File: config.mk
export PLATFORM = sky130hd
export DESIGN_NAME = txdesc_dma
export DESIGN_NICKNAME = d
export VERILOG_FILES = /design/src/rtl/txdesc_pkg.sv /design/src/rtl/txdesc_regs.sv /design/src/rtl/txdesc_poll_timer.sv /design/src/rtl/txdesc_engine.sv /design/src/rtl/txdesc_dma.sv
export SDC_FILE = /design/constraint.sdc
export NUM_CORES = 1
export LEC_CHECK = 0
export BUFFER_PORTS_ARGS = -buffer_cell sky130_fd_sc_hd__buf_2
export CAP_MARGIN = 25
export CORE_MARGIN = 2
export CORE_UTILIZATION = 30
export CTS_CLUSTER_DIAMETER = 150
export CTS_CLUSTER_SIZE = 20
export DETAILED_ROUTE_END_ITERATION = 12
export GPL_TIMING_DRIVEN = 0
export HOLD_SLACK_MARGIN = 0.02
export MAX_ROUTING_LAYER = met4
export PLACE_DENSITY = 0.54
export SLEW_MARGIN = 25
export SYNTH_ARGS = -nofsm -noshare
export SYNTH_HDL_FRONTEND = slang
export SYNTH_HIERARCHICAL = 1
export SYNTH_SLANG_ARGS = --single-unit
File: constraint.sdc
create_clock -name clk -period 3.7 [get_ports clk]
set_input_delay 0.185 -clock clk [delete_from_list [all_inputs] [get_ports clk]]
set_output_delay 0.185 -clock clk [all_outputs]
set_load 0.01 [all_outputs]
File: src/rtl/txdesc_pkg.sv
package txdesc_pkg;
    // control word bit positions (software layout, behaviour depends on them)
    localparam int CTL_HOLD = 31;
    localparam int CTL_EOP  = 30;
    localparam int CTL_SOP  = 29;
    localparam int CTL_ICPT = 28;
    localparam int CTL_IEOP = 27;

    // register addresses
    localparam logic [2:0] RA_CMD    = 3'd0;
    localparam logic [2:0] RA_START  = 3'd1;
    localparam logic [2:0] RA_POLL   = 3'd2;
    localparam logic [2:0] RA_MASK   = 3'd3;
    localparam logic [2:0] RA_STATUS = 3'd4;

    // command codes
    localparam logic [1:0] CMD_OFF     = 2'd0;
    localparam logic [1:0] CMD_INIT    = 2'd1;
    localparam logic [1:0] CMD_RELEASE = 2'd2;

    typedef enum logic [2:0] {
        ST_IDLE,
        ST_CTRL,
        ST_NEXT,
        ST_DPTR,
        ST_POLL,
        ST_FETCH,
        ST_SEND,
        ST_STAT
    } eng_state_e;
endpackage

File: src/rtl/txdesc_regs.sv
module txdesc_regs
    import txdesc_pkg::*;
#(
    parameter int AW       = 32,
    parameter int POLL_W   = 8,
    parameter int POLL_RST = 7,
    parameter int NUM_IRQ  = 2
) (
    input  logic               clk,
    input  logic               rst_n,
    input  logic               reg_we,
    input  logic [2:0]         reg_addr,
    input  logic [31:0]        reg_wdata,
    output logic [31:0]        reg_rdata,
    input  logic [NUM_IRQ-1:0] irq_set,
    output logic               cmd_off,
    output logic               cmd_init,
    output logic               cmd_release,
    output logic [AW-1:0]      start_addr,
    output logic [POLL_W-1:0]  poll_ival,
    output logic               irq
);
    typedef struct packed {
        logic [AW-1:0]      start;
        logic [POLL_W-1:0]  poll;
        logic [NUM_IRQ-1:0] mask;
        logic [NUM_IRQ-1:0] status;
    } regs_t;

    regs_t q, d;
    logic  wr_cmd;

    assign wr_cmd      = reg_we && (reg_addr == RA_CMD);
    assign cmd_off     = wr_cmd && (reg_wdata[1:0] == CMD_OFF);
    assign cmd_init    = wr_cmd && (reg_wdata[1:0] == CMD_INIT);
    assign cmd_release = wr_cmd && (reg_wdata[1:0] == CMD_RELEASE);

    always_comb begin
        d = q;
        if (reg_we && reg_addr == RA_START)  d.start = reg_wdata[AW-1:0];
        if (reg_we && reg_addr == RA_POLL)   d.poll  = reg_wdata[POLL_W-1:0];
        if (reg_we && reg_addr == RA_MASK)   d.mask  = reg_wdata[NUM_IRQ-1:0];
        if (reg_we && reg_addr == RA_STATUS) d.status = q.status & ~reg_wdata[NUM_IRQ-1:0];
        d.status = d.status | irq_set;   // a new event wins over a clear
    end

    always_ff @(posedge clk or negedge rst_n) begin
        if (!rst_n) begin
            q.start  <= '0;
            q.poll   <= POLL_W'(POLL_RST);
            q.mask   <= '1;
            q.status <= '0;
        end else begin
            q <= d;
        end
    end

    always_comb begin
        reg_rdata = '0;
        case (reg_addr)
            RA_START:  reg_rdata[AW-1:0]      = q.start;
            RA_POLL:   reg_rdata[POLL_W-1:0]  = q.poll;
            RA_MASK:   reg_rdata[NUM_IRQ-1:0] = q.mask;
            RA_STATUS: reg_rdata[NUM_IRQ-1:0] = q.status;
            default:   reg_rdata = '0;
        endcase
    end

    assign start_addr = q.start;
    assign poll_ival  = q.poll;
    assign irq        = |(q.status & ~q.mask);

    AST_W1C_CLEARS: assert property (@(posedge clk) disable iff (!rst_n)
        (reg_we && reg_addr == RA_STATUS && irq_set == '0)
        |=> ((q.status & $past(reg_wdata[NUM_IRQ-1:0])) == '0));

    AST_MASK_TAKES: assert property (@(posedge clk) disable iff (!rst_n)
        (reg_we && reg_addr == RA_MASK) |=> (q.mask == $past(reg_wdata[NUM_IRQ-1:0])));
endmodule

File: src/rtl/txdesc_poll_timer.sv
module txdesc_poll_timer #(
    parameter int POLL_W   = 8,
    parameter int PRESCALE = 4
) (
    input  logic              clk,
    input  logic              rst_n,
    input  logic              start,
    input  logic [POLL_W-1:0] ival,
    output logic              done
);
    localparam int PRE_W = (PRESCALE > 1) ? $clog2(PRESCALE) : 1;
    localparam logic [PRE_W-1:0] PRE_TOP = PRE_W'(PRESCALE - 1);

    typedef struct packed {
        logic [PRE_W-1:0]  pre;
        logic [POLL_W-1:0] cnt;
        logic              run;
        logic              done;
    } tmr_t;

    tmr_t q, d;

    always_comb begin
        d = q;
        d.done = 1'b0;
        if (start) begin
            d.pre = PRE_TOP;
            d.cnt = ival;
            d.run = (ival != '0);
            d.done = (ival == '0);
        end else if (q.run) begin
            if (q.pre == '0) begin
                d.pre = PRE_TOP;
                d.cnt = q.cnt - 1'b1;
                if (q.cnt == POLL_W'(1)) begin
                    d.run  = 1'b0;
                    d.done = 1'b1;
                end
            end else begin
                d.pre = q.pre - 1'b1;
            end
        end
    end

    always_ff @(posedge clk or negedge rst_n) begin
        if (!rst_n) q <= '0;
        else        q <= d;
    end

    assign done = q.done;

    AST_DONE_ONE_CYCLE: assert property (@(posedge clk) disable iff (!rst_n)
        done |=> !done);
endmodule

File: src/rtl/txdesc_engine.sv
module txdesc_engine
    import txdesc_pkg::*;
#(
    parameter int AW = 32,
    parameter int CW = 22
) (
    input  logic          clk,
    input  logic          rst_n,
    input  logic          cmd_off,
    input  logic          cmd_init,
    input  logic          cmd_release,
    input  logic [AW-1:0] start_addr,
    output logic          mem_req,
    output logic          mem_we,
    output logic [AW-1:0] mem_addr,
    output logic [31:0]   mem_wdata,
    input  logic          mem_ack,
    input  logic [31:0]   mem_rdata,
    output logic          out_valid,
    output logic [7:0]    out_data,
    output logic          out_first,
    output logic          out_last,
    input  logic          out_ready,
    output logic          poll_start,
    input  logic          poll_done,
    output logic          ev_cpt,
    output logic          ev_eop
);
    localparam logic [AW-1:0] OFS_NEXT = AW'(4);
    localparam logic [AW-1:0] OFS_DPTR = AW'(8);
    localparam logic [AW-1:0] OFS_STAT = AW'(12);
    localparam logic [AW-1:0] WORD_B   = AW'(4);

    typedef struct packed {
        eng_state_e    st;
        logic [AW-1:0] desc;
        logic [31:0]   ctrl;
        logic [AW-1:0] nxt;
        logic [AW-1:0] waddr;
        logic [31:0]   word;
        logic [1:0]    lane;
        logic [CW-1:0] left;
        logic          first;
    } eng_t;

    eng_t q, d;

    always_comb begin
        d          = q;
        mem_req    = 1'b0;
        mem_we     = 1'b0;
        mem_addr   = q.desc;
        mem_wdata  = '0;
        out_valid  = 1'b0;
        poll_start = 1'b0;
        ev_cpt     = 1'b0;
        ev_eop     = 1'b0;

        case (q.st)
            ST_CTRL: begin
                mem_req = 1'b1;
                if (mem_ack) begin
                    d.ctrl = mem_rdata;
                    if (mem_rdata[CTL_HOLD]) begin
                        d.st       = ST_POLL;
                        poll_start = 1'b1;
                    end else begin
                        d.st = ST_NEXT;
                    end
                end
            end
            ST_NEXT: begin
                mem_req  = 1'b1;
                mem_addr = q.desc + OFS_NEXT;
                if (mem_ack) begin
                    d.nxt = mem_rdata[AW-1:0];
                    d.st  = ST_DPTR;
                end
            end
            ST_DPTR: begin
                mem_req  = 1'b1;
                mem_addr = q.desc + OFS_DPTR;
                if (mem_ack) begin
                    d.waddr = mem_rdata[AW-1:0];
                    d.left  = q.ctrl[CW-1:0];
                    d.lane  = 2'd0;
                    d.first = q.ctrl[CTL_SOP];
                    d.st    = (q.ctrl[CW-1:0] == '0) ? ST_STAT : ST_FETCH;
                end
            end
            ST_FETCH: begin
                mem_req  = 1'b1;
                mem_addr = q.waddr;
                if (mem_ack) begin
                    d.word  = mem_rdata;
                    d.waddr = q.waddr + WORD_B;
                    d.st    = ST_SEND;
                end
            end
            ST_SEND: begin
                out_valid = 1'b1;
                if (out_ready) begin
                    d.first = 1'b0;
                    d.left  = q.left - 1'b1;
                    d.lane  = q.lane + 2'd1;
                    if (q.left == CW'(1))    d.st = ST_STAT;
                    else if (q.lane == 2'd3) d.st = ST_FETCH;
                end
            end
            ST_STAT: begin
                mem_req   = 1'b1;
                mem_we    = 1'b1;
                mem_addr  = q.desc + OFS_STAT;
                mem_wdata = {1'b1, {(31 - CW){1'b0}}, q.ctrl[CW-1:0]};
                if (mem_ack) begin
                    ev_cpt = q.ctrl[CTL_ICPT];
                    ev_eop = q.ctrl[CTL_IEOP] & q.ctrl[CTL_EOP];
                    d.desc = q.nxt;
                    d.st   = ST_CTRL;
                end
            end
            ST_POLL: begin
                if (poll_done || cmd_release) d.st = ST_CTRL;
            end
            default: begin
                d.st = q.st;
            end
        endcase

        if (cmd_init) begin
            d.desc = start_addr;
            d.st   = ST_CTRL;
        end
        if (cmd_off) d.st = ST_IDLE;
    end

    always_ff @(posedge clk or negedge rst_n) begin
        if (!rst_n) begin
            q    <= '0;
            q.st <= ST_IDLE;
        end else begin
            q <= d;
        end
    end

    assign out_data  = q.word[{q.lane, 3'b000} +: 8];
    assign out_first = out_valid && q.first;
    assign out_last  = out_valid && (q.left == CW'(1)) && q.ctrl[CTL_EOP];

    AST_DATA_HELD: assert property (@(posedge clk) disable iff (!rst_n)
        (out_valid && !out_ready && !cmd_off && !cmd_init)
        |=> (out_valid && $stable(out_data) && $stable(out_first) && $stable(out_last)));

    AST_NO_SEND_ON_HOLD: assert property (@(posedge clk) disable iff (!rst_n)
        out_valid |-> !q.ctrl[CTL_HOLD]);

    AST_STAT_AFTER_DATA: assert property (@(posedge clk) disable iff (!rst_n)
        (mem_req && mem_we) |-> (q.left == '0));

    AST_REQ_HELD: assert property (@(posedge clk) disable iff (!rst_n)
        (mem_req && !mem_ack && !cmd_off && !cmd_init)
        |=> (mem_req && $stable(mem_addr) && $stable(mem_we)));
endmodule

File: src/rtl/txdesc_dma.sv
module txdesc_dma
    import txdesc_pkg::*;
#(
    parameter int AW       = 32,
    parameter int CW       = 22,
    parameter int POLL_W   = 8,
    parameter int POLL_RST = 7,
    parameter int PRESCALE = 4
) (
    input  logic          clk,
    input  logic          rst_n,
    input  logic          reg_we,
    input  logic [2:0]    reg_addr,
    input  logic [31:0]   reg_wdata,
    output logic [31:0]   reg_rdata,
    output logic          mem_req,
    output logic          mem_we,
    output logic [AW-1:0] mem_addr,
    output logic [31:0]   mem_wdata,
    input  logic          mem_ack,
    input  logic [31:0]   mem_rdata,
    output logic          out_valid,
    output logic [7:0]    out_data,
    output logic          out_first,
    output logic          out_last,
    input  logic          out_ready,
    output logic          irq
);
    localparam int NUM_IRQ = 2;

    logic              cmd_off, cmd_init, cmd_release;
    logic [AW-1:0]     start_addr;
    logic [POLL_W-1:0] poll_ival;
    logic              poll_start, poll_done;
    logic              ev_cpt, ev_eop;

    txdesc_regs #(
        .AW(AW), .POLL_W(POLL_W), .POLL_RST(POLL_RST), .NUM_IRQ(NUM_IRQ)
    ) u_regs (
        .clk(clk), .rst_n(rst_n),
        .reg_we(reg_we), .reg_addr(reg_addr), .reg_wdata(reg_wdata), .reg_rdata(reg_rdata),
        .irq_set({ev_eop, ev_cpt}),
        .cmd_off(cmd_off), .cmd_init(cmd_init), .cmd_release(cmd_release),
        .start_addr(start_addr), .poll_ival(poll_ival), .irq(irq)
    );

    txdesc_poll_timer #(
        .POLL_W(POLL_W), .PRESCALE(PRESCALE)
    ) u_timer (
        .clk(clk), .rst_n(rst_n),
        .start(poll_start), .ival(poll_ival), .done(poll_done)
    );

    txdesc_engine #(
        .AW(AW), .CW(CW)
    ) u_engine (
        .clk(clk), .rst_n(rst_n),
        .cmd_off(cmd_off), .cmd_init(cmd_init), .cmd_release(cmd_release),
        .start_addr(start_addr),
        .mem_req(mem_req), .mem_we(mem_we), .mem_addr(mem_addr), .mem_wdata(mem_wdata),
        .mem_ack(mem_ack), .mem_rdata(mem_rdata),
        .out_valid(out_valid), .out_data(out_data), .out_first(out_first),
        .out_last(out_last), .out_ready(out_ready),
        .poll_start(poll_start), .poll_done(poll_done),
        .ev_cpt(ev_cpt), .ev_eop(ev_eop)
    );
endmodule

* After elaboration in Yosys (flattened, before gate mapping)
Cells that the tools add are included.
** Storage, ports and cells
- Flip-flop bits (word level) :: 243
- Input port bits :: 72
- Logic and storage cells :: 136
** Operators by class
- Add/subtract/negate cells :: 8
- Equal/unequal tests :: 27
- Shifts and indexed selects :: 1
- Muxes and demuxes :: 42
- Bitwise operators :: 6
- Reductions and logical operators :: 35
** Operator list (number)
- one-hot mux 32 bit (4 select lines) :: 1
- two-way mux 32 bit :: 3
- two-way mux 35 bit :: 2
- adder 32 x 3 -> 32 bit (second input constant) :: 2
- adder 32 x 4 -> 32 bit (second input constant) :: 2
- two-way mux 64 bit :: 1
- one-hot mux 32 bit (2 select lines) :: 1
- two-way mux 25 bit :: 2
- one-hot mux 25 bit (2 select lines) :: 1
- indexed part select 32 x 6 -> 8 bit :: 1
- two-way mux 3 bit :: 10
- two-way mux 12 bit :: 2
- two-way mux 24 bit :: 1
- != test 4 bit (second input constant) :: 6
- equality test 22 x 1 -> 1 bit (second input constant) :: 1
- logical NOT 22 bit :: 1
- subtractor 22 x 1 -> 22 bit (second input constant) :: 1
- one-hot mux 3 bit (7 select lines) :: 1
- equality test 3 bit (second input constant) :: 5
- equality test 3 x 2 -> 1 bit (second input constant) :: 4
- one-hot mux 6 bit (2 select lines) :: 1
- nonzero test 2 bit :: 6
- logical AND 1 bit :: 11
- two-way mux 1 bit :: 10
- 28 further kinds :: 43

* Longest topological paths before layout
- Depth in word-level cells :: 8
- Mapped depth :: 13
- Gate-level depth less buffers :: 9

* Cells and area by module
Netlist, hierarchy kept.
** By module, submodules not included
- txdesc_engine :: times used 1, cells each 1227, area an instance 10913.0 sq um, seq. area each 4554.4 sq um
- txdesc_regs :: times used 1, cells each 209, area an instance 2582.5 sq um, seq. area each 1107.3 sq um
- txdesc_poll_timer :: times used 1, cells each 69, area an instance 666.9 sq um, seq. area each 300.3 sq um

* Least setup slack after synthesis
No wires, ideal clock.
- Path type :: reg-to-output
- Start point :: register u_engine/q[185] in the netlist's numbering
- End point :: output port mem_addr[10]
- Arrival :: 3.121 ns
- Required time :: 3.515 ns
- Slack :: 0.394 ns
- Stages on the path, launching flop included :: 13
- Buffers on the path :: 4
- Path through :: dfrtp_1 > buf_2 > buf_2 > nand2_1 > nor2_1 > clkbuf_1 > inv_1 > fa_1 > clkbuf_1 > nor2_1 > mux2_2 > a22oi_1 > o311ai_0
** Between the ends
- Word-level cells in the longest chain between the ends :: 2
- Elaborated cells between the ends (all ways) :: 5
- Those cells by class :: 4 x eq/ne; 1 x mux
** Ends and longest elaborated chain
- start, declared :: line txdesc_engine.sv:46 : eng_t q, d;
- equality test 3 bit / equality test 3 x 2 -> 1 bit (equally long branches) :: line txdesc_engine.sv:59 : case (q.st)
- one-hot mux 32 bit (4 select lines) * :: line txdesc_engine.sv:59
- end, declared :: line txdesc_dma.sv:18 : output logic [AW-1:0] mem_addr,
Every way passes the cells marked *; elsewhere a longest branch is shown, timed or not.

* Worst setup path after layout
- Start point :: register u_engine/q[185] in the netlist's numbering
- End point :: output port mem_addr[30]
The elaborated chain is that of the path after synthesis.

==> impl_metrics.py <==
metrics = {
    "run_status": {
        "outcome": "finished, final reports clean",
    },
    "cells_and_area": {
        "layout_common_cells": "dfrtp_1 (232), nand2_1 (221), buf_2 (194)",
        "fin_nets": 1863,
        "layout_commonest_cell": "dfrtp_1",
        "area_growth_syn_to_layout_pct": 21.6,
        "layout-drive-gt1-share": 0.249,
        "antenna_cells": 0,
    },
    "timing": {
        "timing.final.crit_share": 0.972,
        "rsz0062_at_grt": "false",
        "fin_worst_skew_ns": 0.0179,
        "period_needed_ns": 3.60,
        "slew_headroom": 0.408,
        "maxSlewViolCount": 0,
        "whs_ns": 0.0406,
        "setup_viol": 0,
        "hold_violations": 0,
        "tightestPinTransition_ns": 0.886,
        "fmax_mhz": 278,
    },
    "setup_path": {
        "critPathKind": "reg -> out",
        "worstSetupEndpointType": "primary output",
        "critPathCapture": "mem_addr[30]",
        "crit_start": "u_engine/q[185]",
        "critical_path.top_delay_family": "buffers and inverters",
        "crit_chain": "buf_6, buf_8, nand2_2, nor2_4, buf_8, inv_1, fa_2, buf_4, nor4_4, buf_4, o21a_1, a221oi_1, a311oi_2, buf_2",
        "critPathLaunchType": "flop",
        "critical_path_depth": 14,
        "rr_startpoint": "u_engine/q[186]",
        "crit_buf_inv": 7,
        "max_stage_delay_ns": 0.38,
        "r2r_cells": 10,
        "cp_max_fo": 7,
        "crit_required_ns": 3.51,
        "crit_path_top_delay_cell": "dfrtp_1",
        "cp.arrival_ns": 3.41,
        "rrSetupSlack_ns": 0.48,
        "r2r_end": "u_timer/q[5]",
    },
    "power_and_ir_drop": {
        "combPwrFrac": 0.488,
        "power_frac_clock": 0.128,
        "power_density_nw_per_um2": 760,
        "peakVddDrop_v": 0.000390,
        "p_switching_mw": 5.90,
        "seqPwrFrac": 0.384,
        "internal_power_mw": 7.18,
        "switching_share": 0.451,
        "leakagePower_nw": 7.57,
        "power_mw": 13.1,
    },
    "grt": {
        "grt_pass1_vias": 12400,
        "grt_use_total": 0.212,
        "grt_pass1_wl_mm": 78.3,
        "grt_max_degree": 88,
        "antenna_found_initial": 0,
        "grt.overflow.total": 0,
    },
    "route": {
        "firstDrtPassIters": 6,
        "drt-vias-per-instance": 5.36,
        "initialDrtViolationCount": 1167,
        "final_antenna_net_count": 0,
        "wl_per_cell_um": 21.7,
        "drc": 0,
        "num_vias": 12800,
        "wl_mm": 51.8,
    },
    "synthesis": {
        "synth_cells": 1505,
        "synth_cell_type_count": 88,
        "ys_warn_count": 6,
        "synth_area_leaders": "dfrtp_1 (41%), nand2_1 (5.9%), mux2_2 (5.8%), mux2_4 (3.2%), o21ai_0 (2.9%)",
        "synth_area_um2": 14200,
        "synth_top_area_frac": 0.412,
        "synth_seq_area_share": 0.421,
        "synth_top_cell_by_area": "dfrtp_1",
        "async_flop_share": 1.00,
        "synthFlopType": "dfrtp_1",
        "synth_seq_cells": 238,
        "syn-mean-instance-area_um2": 9.41,
        "synth_edf_count": 0,
    },
    "clocking": {
        "cts.sinks": 238,
        "clkTransAtPathRegs_ns": 0.09,
        "cts_buffers": 15,
        "h-tree-depth": 1,
        "cts_root_buf": "clkbuf_16",
        "cts_buffer_depth": 3,
        "cts_tree": "built",
        "clk_latency_ns": 0.52,
    },
    "min_path": {
        "hp-class": "in -> reg",
    },
    "floorplan": {
        "die_area_um2": 49000,
        "die_y_um": 221,
        "coreArea_um2": 46600,
        "die_w_um": 221,
        "fp-row-count": 79,
        "initial_core_util": 0.304,
        "num_io_pins": 182,
    },
    "place": {
        "dp_hpwl_mm": 39.3,
        "io_buffers": 172,
        "gp_congestion": 0.943,
    },
    "job": {
        "drv_cap": 0,
    },
}
-- worst min-delay path, delay by kind of cell --
kind,cells,cell delay [ns]
simple gates,2,0.15
buf+inv,1,0.19
-- cells in the mapped netlist (all sizes together) (8+ instances only) --
cell,n
o211ai,16
o32ai,9
mux4,8
and2,50
a22oi,9
a211oi,9
mux2,103
ha,9
nand2,222
or3,11
o22ai,11
inv,38
a311oi,8
nand3,38
clkbuf,58
nand4,28
a31oi,17
or4,13
nor2,85
nor3,37
nand3b,16
a21oi,66
o31ai,16
dfrtp,233
mux2i,37
buf,94
nor4,28
a22o,8
and4,10
o21ai,83
-- final cells by class --
cell class,count,area (um^2)
tap,607,759
timing repair buffer,252,1680
fill,4750,29300
clock buffer,19,400
sequential,238,5960
inverter,38,143
multi-input combinational,1085,7370
clock inverter,1,8.76
buffer,151,900
-- power by group through the flow --
stage	clock network [mW]	registers (mW)	logic (mW)
2_1_floorplan	0	4.42	4.11
3_3_place_gp	0	5.01	5.94
3_5_place_dp	0	5.00	6.03
4_1_cts	1.74	4.97	6.29
5_1_grt	1.83	5.16	6.97
6_report	1.68	5.02	6.38
-- logic make-up (layout without fill, tap and decap cells) --
logic type	count (synthesis)	after routing	share of synthesized area
buffers and inverters	190	461	0.0711
AOI/OAI and AO/OA	321	321	0.150
DFF	238	238	0.421
adders and majority gates	10	10	0.00936
muxes	148	148	0.129
other	1	9	0.000265
and+or+nand+nor	586	586	0.213
xor gates and xnor gates	11	11	0.00680
-- per-layer routing --
layer | share of wire | vias to the layer above | GRT usage
met4 | 0.024 | 0 | 0.0507
met1 | 0.46 | 6339 | 0.297
met3 | 0.066 | 63 | 0.0293
met2 | 0.45 | 472 | 0.324
li1 | - | 5939 | -
met5 | 0 | - | -
-- sequential cells by signal, indices dropped and copies added (netlist names) --
signal             flops
u_timer/done           1
u_regs/poll_ival       8
u_regs/start_addr     32
u_engine/q           182
u_regs/q               4
u_timer/q             11
-- stage by stage --
stage	setup WS (ns)	area [um^2]	std cells	TNS (ns)	utilization
global route	0.00641	17200	2391	0	0.370
global placement	-2.03	15800	2292	-486.96	0.340
floorplan	0.394	14200	1513	0	-
detailed placement	-1.28	15900	2295	-19.77	0.341
finish	0.103	17200	2391	0	0.370
CTS	0.0186	17200	2385	0	0.368
-- timing repair --
| action | in CTS | in global routing |
|---|---|---|
| resized for setup | 35 | 7 |
| endpoints found under the setup margin | 29 | 19 |
| endpoints found under the hold margin | 190 | 0 |
| hold buffers | 65 | 0 |
| cloned | 0 | 0 |
| setup buffers | 6 | 6 |
| pin swaps | 5 | 4 |
-- worst min-delay path by stage --
stage / startpoint / endpoint / cells after the start
6_report: mem_rdata[31] / u_engine/q[56] / 3
4_1_cts: mem_rdata[31] / u_engine/q[56] / 3
3_5_place_dp: rst_n / u_regs/start_addr[23] / 1
2_1_floorplan: rst_n / u_engine/q[0] / 0
3_3_place_gp: reg_wdata[19] / u_regs/start_addr[19] / 2
5_1_grt: mem_rdata[31] / u_engine/q[56] / 3
No activity file was read; power rests on OpenSTA's default activity.
